File: src/rtl/acd_pkg.sv
package acd_pkg;
    typedef enum logic {
        ST_IDLE = 1'b0,
        ST_WALK = 1'b1
    } acd_state_e;
endpackage

File: src/rtl/acd_decay.sv
module acd_decay #(
    parameter int FRAC_W = 12,
    parameter int DECAY  = 3840,
    localparam int LVL_W = FRAC_W + 1
) (
    input  logic [LVL_W-1:0] lvl_i,
    output logic [LVL_W-1:0] lvl_o
);
    localparam int PROD_W = LVL_W + FRAC_W;
    localparam logic [FRAC_W-1:0] FACTOR = FRAC_W'(DECAY);

    logic [PROD_W-1:0] prod;

    always_comb begin
        prod  = PROD_W'(lvl_i) * PROD_W'(FACTOR);
        lvl_o = LVL_W'(prod >> FRAC_W);
    end
endmodule

File: src/rtl/acd_store.sv
module acd_store #(
    parameter int N      = 16,
    parameter int FRAC_W = 12,
    localparam int IDX_W = (N > 1) ? $clog2(N) : 1,
    localparam int LVL_W = FRAC_W + 1
) (
    input  logic             clk,
    input  logic             rst_n,
    input  logic             cell_v,
    input  logic [IDX_W-1:0] cell_idx,
    input  logic             walk_v,
    input  logic [IDX_W-1:0] walk_idx,
    input  logic [LVL_W-1:0] walk_lvl,
    output logic [LVL_W-1:0] rd_lvl,
    output logic             rd_seen
);
    localparam logic [LVL_W-1:0] ONE = {1'b1, {FRAC_W{1'b0}}};

    logic [LVL_W-1:0] lvl_q [N];
    logic [N-1:0]     seen_q;

    always_ff @(posedge clk) begin
        if (!rst_n) begin
            lvl_q  <= '{default: '0};
            seen_q <= '0;
        end else begin
            if (walk_v) begin
                lvl_q[walk_idx]  <= walk_lvl;
                seen_q[walk_idx] <= 1'b0;
            end
            if (cell_v) begin
                lvl_q[cell_idx] <= ONE;
                if (!(walk_v && cell_idx == walk_idx)) begin
                    seen_q[cell_idx] <= 1'b1;
                end
            end
        end
    end

    assign rd_lvl  = lvl_q[walk_idx];
    assign rd_seen = seen_q[walk_idx];
endmodule

File: src/rtl/actv_decay_counter.sv
module actv_decay_counter #(
    parameter int N      = 16,
    parameter int FRAC_W = 12,
    parameter int DECAY  = 3840,
    localparam int IDX_W = (N > 1) ? $clog2(N) : 1,
    localparam int LVL_W = FRAC_W + 1,
    localparam int CNT_W = IDX_W + FRAC_W + 1
) (
    input  logic             clk,
    input  logic             rst_n,
    input  logic             cell_v_i,
    input  logic [IDX_W-1:0] cell_idx_i,
    input  logic             intv_end_i,
    output logic [CNT_W-1:0] count_o,
    output logic             done_o
);
    import acd_pkg::*;

    localparam logic [LVL_W-1:0] ONE     = {1'b1, {FRAC_W{1'b0}}};
    localparam logic [CNT_W-1:0] ONE_CNT = CNT_W'(ONE);
    localparam logic [IDX_W-1:0] LAST    = IDX_W'(N - 1);

    acd_state_e       state_q, state_d;
    logic [IDX_W-1:0] ptr_q, ptr_d;
    logic [CNT_W-1:0] acc_q, acc_d;
    logic [CNT_W-1:0] count_q, count_d;
    logic             done_q, done_d;

    logic             walk_v, walk_last, hit;
    logic [LVL_W-1:0] rd_lvl, dec_lvl, walk_lvl;
    logic             rd_seen;
    logic [CNT_W-1:0] sum_nxt;

    acd_store #(.N(N), .FRAC_W(FRAC_W)) u_store (
        .clk      (clk),
        .rst_n    (rst_n),
        .cell_v   (cell_v_i),
        .cell_idx (cell_idx_i),
        .walk_v   (walk_v),
        .walk_idx (ptr_q),
        .walk_lvl (walk_lvl),
        .rd_lvl   (rd_lvl),
        .rd_seen  (rd_seen)
    );

    acd_decay #(.FRAC_W(FRAC_W), .DECAY(DECAY)) u_decay (
        .lvl_i (rd_lvl),
        .lvl_o (dec_lvl)
    );

    // Per-entry update seen by the walk
    always_comb begin
        walk_v    = (state_q == ST_WALK);
        walk_last = walk_v && (ptr_q == LAST);
        hit       = rd_seen || (cell_v_i && cell_idx_i == ptr_q);
        walk_lvl  = hit ? ONE : dec_lvl;
        sum_nxt   = acc_q + CNT_W'(walk_lvl);
    end

    // State register
    always_ff @(posedge clk) begin
        if (!rst_n) begin
            state_q <= ST_IDLE;
            ptr_q   <= '0;
            acc_q   <= '0;
            count_q <= ONE_CNT;
            done_q  <= 1'b0;
        end else begin
            state_q <= state_d;
            ptr_q   <= ptr_d;
            acc_q   <= acc_d;
            count_q <= count_d;
            done_q  <= done_d;
        end
    end

    // Next state and outputs
    always_comb begin
        state_d = state_q;
        ptr_d   = ptr_q;
        acc_d   = acc_q;
        count_d = count_q;
        done_d  = 1'b0;
        unique case (state_q)
            ST_IDLE: begin
                if (intv_end_i) begin
                    state_d = ST_WALK;
                    ptr_d   = '0;
                    acc_d   = '0;
                end
            end
            ST_WALK: begin
                if (ptr_q == LAST) begin
                    state_d = ST_IDLE;
                    count_d = (sum_nxt < ONE_CNT) ? ONE_CNT : sum_nxt;
                    done_d  = 1'b1;
                end else begin
                    ptr_d = ptr_q + 1'b1;
                    acc_d = sum_nxt;
                end
            end
            default: state_d = ST_IDLE;
        endcase
    end

    assign count_o = count_q;
    assign done_o  = done_q;
endmodule

File: config.mk
export PLATFORM = sky130hd
export DESIGN_NAME = actv_decay_counter
export DESIGN_NICKNAME = d
export VERILOG_FILES = /design/src/rtl/acd_pkg.sv /design/src/rtl/acd_decay.sv /design/src/rtl/acd_store.sv /design/src/rtl/actv_decay_counter.sv
export SDC_FILE = /design/constraint.sdc
export NUM_CORES = 1
export LEC_CHECK = 0
export BUFFER_PORTS_ARGS = -buffer_cell sky130_fd_sc_hd__buf_2
export CORE_MARGIN = 2
export CORE_UTILIZATION = 50
export CTS_CLUSTER_DIAMETER = 30
export DETAILED_ROUTE_END_ITERATION = 8
export GPL_TIMING_DRIVEN = 1
export PLACE_DENSITY = 0.66
export SYNTH_ARGS = -nofsm -noshare
export SYNTH_HDL_FRONTEND = slang
export SYNTH_SLANG_ARGS = --single-unit
export TNS_END_PERCENT = 30
File: constraint.sdc
create_clock -name clk -period 9.9 [get_ports clk]
set_clock_uncertainty 0.2 [all_clocks]
set_input_delay 0.99 -clock clk [delete_from_list [all_inputs] [get_ports clk]]
set_output_delay 0.99 -clock clk [all_outputs]
set_load 0.01 [all_outputs]
After elaboration in Yosys (flattened, before gate mapping). Cells that the tools add are included. Widths: inputs -> output; s select.

Register bits after elaboration: 264. Input bits: 8. Output and inout bits: 18. Word-level logic and storage cells: 90.

$add $sub $neg: 2. Multipliers: 1. Magnitude comparators: 9. Eq/ne operators: 4. Multiplexer cells: 33. Bitwise gates (word level): 9. Reductions and logical operators: 10.

Operator list (count): $mux 208 (3); $bwmux 208 (1); $and 192x192->192 (1); $not 192->192 (1); $demux 13 s4 (2); $mux 13 (5); $mux 16 (4); $bmux 13 s4 (1); $mux 17 (3); $pmux 17 s2 (1); $or 16x16->16 (2); $add 17x13->17 (1); $lt 17x13->1 const B (1); $mul 13x4->17 const B (1); $and 16x16->16 (1); $not 16->16 (1); $ge 5x5->1 const B (2); $lt 4x5->1 const B (2); $lt 5x1->1 const B (2); $not 4->5 (2); $demux 1 s4 (2); $ge 4x1->1 const B (2); $mux 4 (2); $pmux 4 s2 (1); other kinds (11) (24).

Longest topological paths before layout.
Depth in word-level cells: 11. Depth in mapped cells: 27. Depth with buffers taken out: 22.

Cells and area by module. A second synthesis with hierarchy kept.

Cells, all modules: 1579. Area total of the unflattened synthesis: 13506.7 sq um.

By module, submodules not included: acd_store (instances 1, cells an instance 1180, area an instance 9900.7 sq um, seq. area each 4484.3 sq um); actv_decay_counter (instances 1, cells an instance 267, area an instance 2398.6 sq um, seq. area each 800.8 sq um); acd_decay (instances 1, cells an instance 132, area an instance 1207.4 sq um, seq. area each 0.0 sq um).

Worst setup path after synthesis. OpenSTA, ideal clock, no wires.

Path type: flip-flop to flip-flop. Start point: register ptr_q[0]. End point: register count_q[10], in the netlist count_o[10]. Setup time: 134 ps. Arrival: 7495 ps. Required time: 9566 ps. Setup slack: 2071 ps. Cell stages (with the launch flop): 25. Buffers on the path: 5. Clock period less this slack: 7829 ps. Path through: dfxtp_1 buf_2 buf_1 clkbuf_1 mux4_2 mux4_2 fa_1 fa_1 ha_1 a21oi_2 o2111ai_1 a2111oi_2 o21ai_0 xor2_1 nand3_1 clkbuf_1 inv_1 ha_1 and3_1 a311oi_1 o21ai_1 or4_1 nand3_1 buf_2 a31oi_1.

Word-level cells in the longest chain between the ends: 9. Elaborated cells between the ends (all ways): 16. Classes of those cells: add/sub: 1; mul: 1; order compare: 1; eq/ne: 2; mux: 7; bitwise: 1; reduce/logical: 3.

RTL lines: from (decl) (RTL line actv_decay_counter.sv:24) `logic [IDX_W-1:0] ptr_q, ptr_d;`; from (signal assigned) (RTL line actv_decay_counter.sv:70) `ptr_q <= ptr_d;`; $not 4->5 (implied by the code) (RTL line acd_store.sv:40) `assign rd_lvl = lvl_q[walk_idx];`; $bmux 13 s4 (RTL line acd_store.sv:40); $mux 13 (implied by the code) (2 in a row) (RTL line acd_store.sv:40); $mul 13x4->17 (RTL line acd_decay.sv:15) `prod = PROD_W'(lvl_i) * PROD_W'(FACTOR);`; $mux 13 (RTL line actv_decay_counter.sv:56) `walk_lvl = hit ? ONE : dec_lvl;`; $add 17x13->17 (RTL line actv_decay_counter.sv:57) `sum_nxt = acc_q + CNT_W'(walk_lvl);`; $lt 17x13->1 (RTL line actv_decay_counter.sv:95) `count_d = (sum_nxt < ONE_CNT) ? ONE_CNT : sum_nxt;`; $mux 17 (RTL line actv_decay_counter.sv:95); to (signal assigned) (RTL line actv_decay_counter.sv:72) `count_q <= count_d;`; to (decl) (RTL line actv_decay_counter.sv:26) `logic [CNT_W-1:0] count_q, count_d;`.

Several ways; a longest one is shown, not always the timed one. The select of a mux whose other input is x is not followed. A chain may end at the register's enable or synchronous reset.

Worst setup path in the final report.
Start point: register ptr_q[0]. End point: register count_q[12], in the netlist count_o[12].

The elaborated chain is that of the path after synthesis.

==> impl_metrics.json <==
{
  "syn_to_final_growth_pct": 17.6,
  "critPathKind": "flip-flop to flip-flop",
  "die_h_um": 167,
  "detailedPlace.worstSlack_ns": 1.48,
  "cp-end-kind": "flip-flop",
  "maxSlewHeadroom": 0.270,
  "intPower_w": 0.00256,
  "drv_slew": 0,
  "cts_root_buf": "clkbuf_16",
  "hold_buffers": 0,
  "cp.required_ns": 10.14,
  "yosysWarnings": 0,
  "clockBufferDepth": 3,
  "p_seq_frac": 0.321,
  "fin_cells": 1919,
  "core_area_um2": 26100,
  "cpPeakStageDelay_ns": 0.83,
  "period_share": 0.853,
  "arrival_ns": 8.68,
  "p_clk_frac": 0.570,
  "syn-instance-count": 1531,
  "ys_top_cells_by_count": "nand2_1 (383), dfxtp_1 (264), a21oi_1 (180), nor2_1 (106), clkbuf_1 (80)",
  "rsz0062_at_grt": "no",
  "netlist_top_cells_area": "dfxtp_1 (40%), mux4_2 (12%), nand2_1 (11%)",
  "cts_resized": 0,
  "grt_pass1_vias": 11300,
  "num_vias": 11400,
  "maxCapViolCount": 0,
  "syn_avg_cell_area_um2": 8.70,
  "wire_per_inst_um": 20.1,
  "netlist_area_um2": 13300,
  "portBuffers": 25,
  "path_buf_inv": 5,
  "status": "finished, final reports clean",
  "drive_above_1_share": 0.161,
  "cpLargestDelayFamily": "compound AO/OA/AOI/OAI gates",
  "clkSlewWorstSetupHoldPaths_ns": 0.05,
  "path_cells": "buf_4 -> mux4_2 -> mux4_2 -> inv_1 -> fa_1 -> fa_1 -> inv_1 -> ha_1 -> nand3_1 -> o2111ai_1 -> a2111oi_2 -> o21ai_0 -> a21oi_1 -> mux2i_2 -> buf_4 -> inv_1 -> ha_1 -> nand2_1 -> nor2_1 -> o221ai_1 -> a31oi_1 -> or3b_2 -> nand3_1 -> o311a_1",
  "path_max_fanout": 35,
  "detailed_place.area_um2": 13700,
  "row_count": 59,
  "cts_made_buffers": 57,
  "initial_utilization": 0.510,
  "p_leak_nw": 5.61,
  "htreeDepth": 2,
  "final_area_um2": 15700,
  "powerDensity_nw_per_um2": 219,
  "max_freq_mhz": 118,
  "regArea_um2": 5290,
  "swShare": 0.253,
  "synth_ff_type": "dfxtp_1",
  "grt_pass1_wl_um": 61500,
  "tns_ns": 0,
  "wirelength_um": 38500,
  "clkLatencyLatePin_ns": 0.57,
  "hp-class": "flip-flop to flip-flop",
  "pwr-share-comb": 0.109,
  "antenna_found_initial": 0,
  "dp_hpwl_um": 26500,
  "synth_seq_area_share": 0.397,
  "fin_nets": 1607,
  "place_inst": 1815,
  "first_pass_iters": 6,
  "setup_viol": 0,
  "synth-edff-count": 0,
  "finalWorstSetupSlack_ns": 1.46,
  "synth_top_cell_by_area": "dfxtp_1",
  "syn_nets": 1599,
  "final_antenna_net_count": 0,
  "multi_input_area_um2": 7390,
  "ys_ff_latch": 264,
  "crit_top_cell": "inv_1",
  "finalHoldViolations": 0,
  "viasPerCell": 5.95,
  "io_pins": 26,
  "cts_setup_buffers": 0,
  "grt_max_degree": 52,
  "start_kind": "flip-flop",
  "netlist.area_leader.share": 0.397,
  "synth.most_common_cell": "nand2_1",
  "layout_min_cycle_time_ns": 8.44,
  "n_antenna_cell": 0,
  "cts_tree": "yes",
  "cp_slowest_cell": "dfxtp_4",
  "grt_usage": 0.276,
  "drt_iter0_markers": 978,
  "dieArea_um2": 28000,
  "ir_drop_mv": 0.138,
  "nFillCells": 2284,
  "p_switching_w": 0.000866,
  "synth-async-reset-ratio": 0,
  "ys_types": 63,
  "die_x_um": 167,
  "place.gp.congestion": 0.908,
  "cts_sinks": 264,
  "overflow": 0,
  "worst_slew_pin_slew_ns": 1.09,
  "whs_ns": 0.248,
  "drc_errors": 0
}
==> placed cells by master (no fill, tap or decap), drive strengths merged, types with 16 or more instances in the layout <==
cell type  Yosys  layout
nand2        383     383
dfxtp        264     264
a21oi        182     182
nor2         113     113
clkbuf        80      75
mux4          69      69
buf           30      59
inv           47      49
a22oi         37      37
ha            37      37
nand3         33      33
nor3          28      28
o21ai         24      24
fa            23      23
a211oi        21      21
a31oi         17      17
o31ai         16      16
==> layer usage <==
layer	wire length (um)	global-route usage	up-vias
li1	-	-	5381
met1	15900	0.350	5491
met2	18200	0.452	475
met3	3460	0.0789	72
met4	968	0.0968	0
met5	0	0	-
==> power by group through the flow <==
stage / combinational (W) / sequential (W) / clock (W)
after floorplan: 0.000278 / 0.00110 / 0
after global placement: 0.000360 / 0.00112 / 0
after detailed placement: 0.000366 / 0.00112 / 0
after CTS: 0.000367 / 0.00110 / 0.00197
after global routing: 0.000409 / 0.00110 / 0.00203
final: 0.000374 / 0.00110 / 0.00195
==> registers in the layout, summed over array words and instances (netlist names) <==
name	cells
done_o	1
u_store.seen_q	16
acc_q	17
ptr_q	4
u_store.lvl_q	208
count_o	17
state_q	1
==> stage by stage <==
step,utilization,power (W)
after global placement,0.523,0.00148
after CTS,0.600,0.00344
after floorplan,-,0.00138
after detailed placement,0.523,0.00149
after global routing,0.600,0.00354
final,0.600,0.00342
==> worst min-delay path, delay by kind of cell (launching register included) <==
family / cells / cell delay [ns]
flops: 1 / 0.30
compound gates: 1 / 0.05
simple gates: 1 / 0.05
==> area by class of cell <==
cell class,count,area share
clock buffer,75,0.104
clock inverter,29,0.0240
inverter,48,0.0115
multi-input combinational,1109,0.472
sequential,264,0.338
tap,335,0.0267
timing repair buffer,59,0.0243
==> path summary, 6_finish.rpt <==
kind / startpoint / end / slack [ns] / cells after the start
setup / recovery: ptr_q[0] / count_o[12] / 1.46 / 24
hold / removal: count_o[13] / count_o[13] / 0.25 / 2
setup reg to reg: ptr_q[0] / count_o[12] / 1.46 / 24
hold reg to reg: count_o[13] / count_o[13] / 0.25 / 2
==> logic make-up (layout without fill, tap and decap cells) <==
kind of cell,count (synthesis),count (layout),share of synthesized area
buffers and inverters,158,211,0.0493
XOR/XNOR,23,23,0.0151
flip-flops,264,264,0.397
adder cells (fa/ha/maj),60,60,0.0693
AND/OR/NAND/NOR,609,609,0.191
multiplexers,72,72,0.119
AO/OA/AOI/OAI,345,345,0.160
Note: power is estimated with default switching activity, not from simulation.
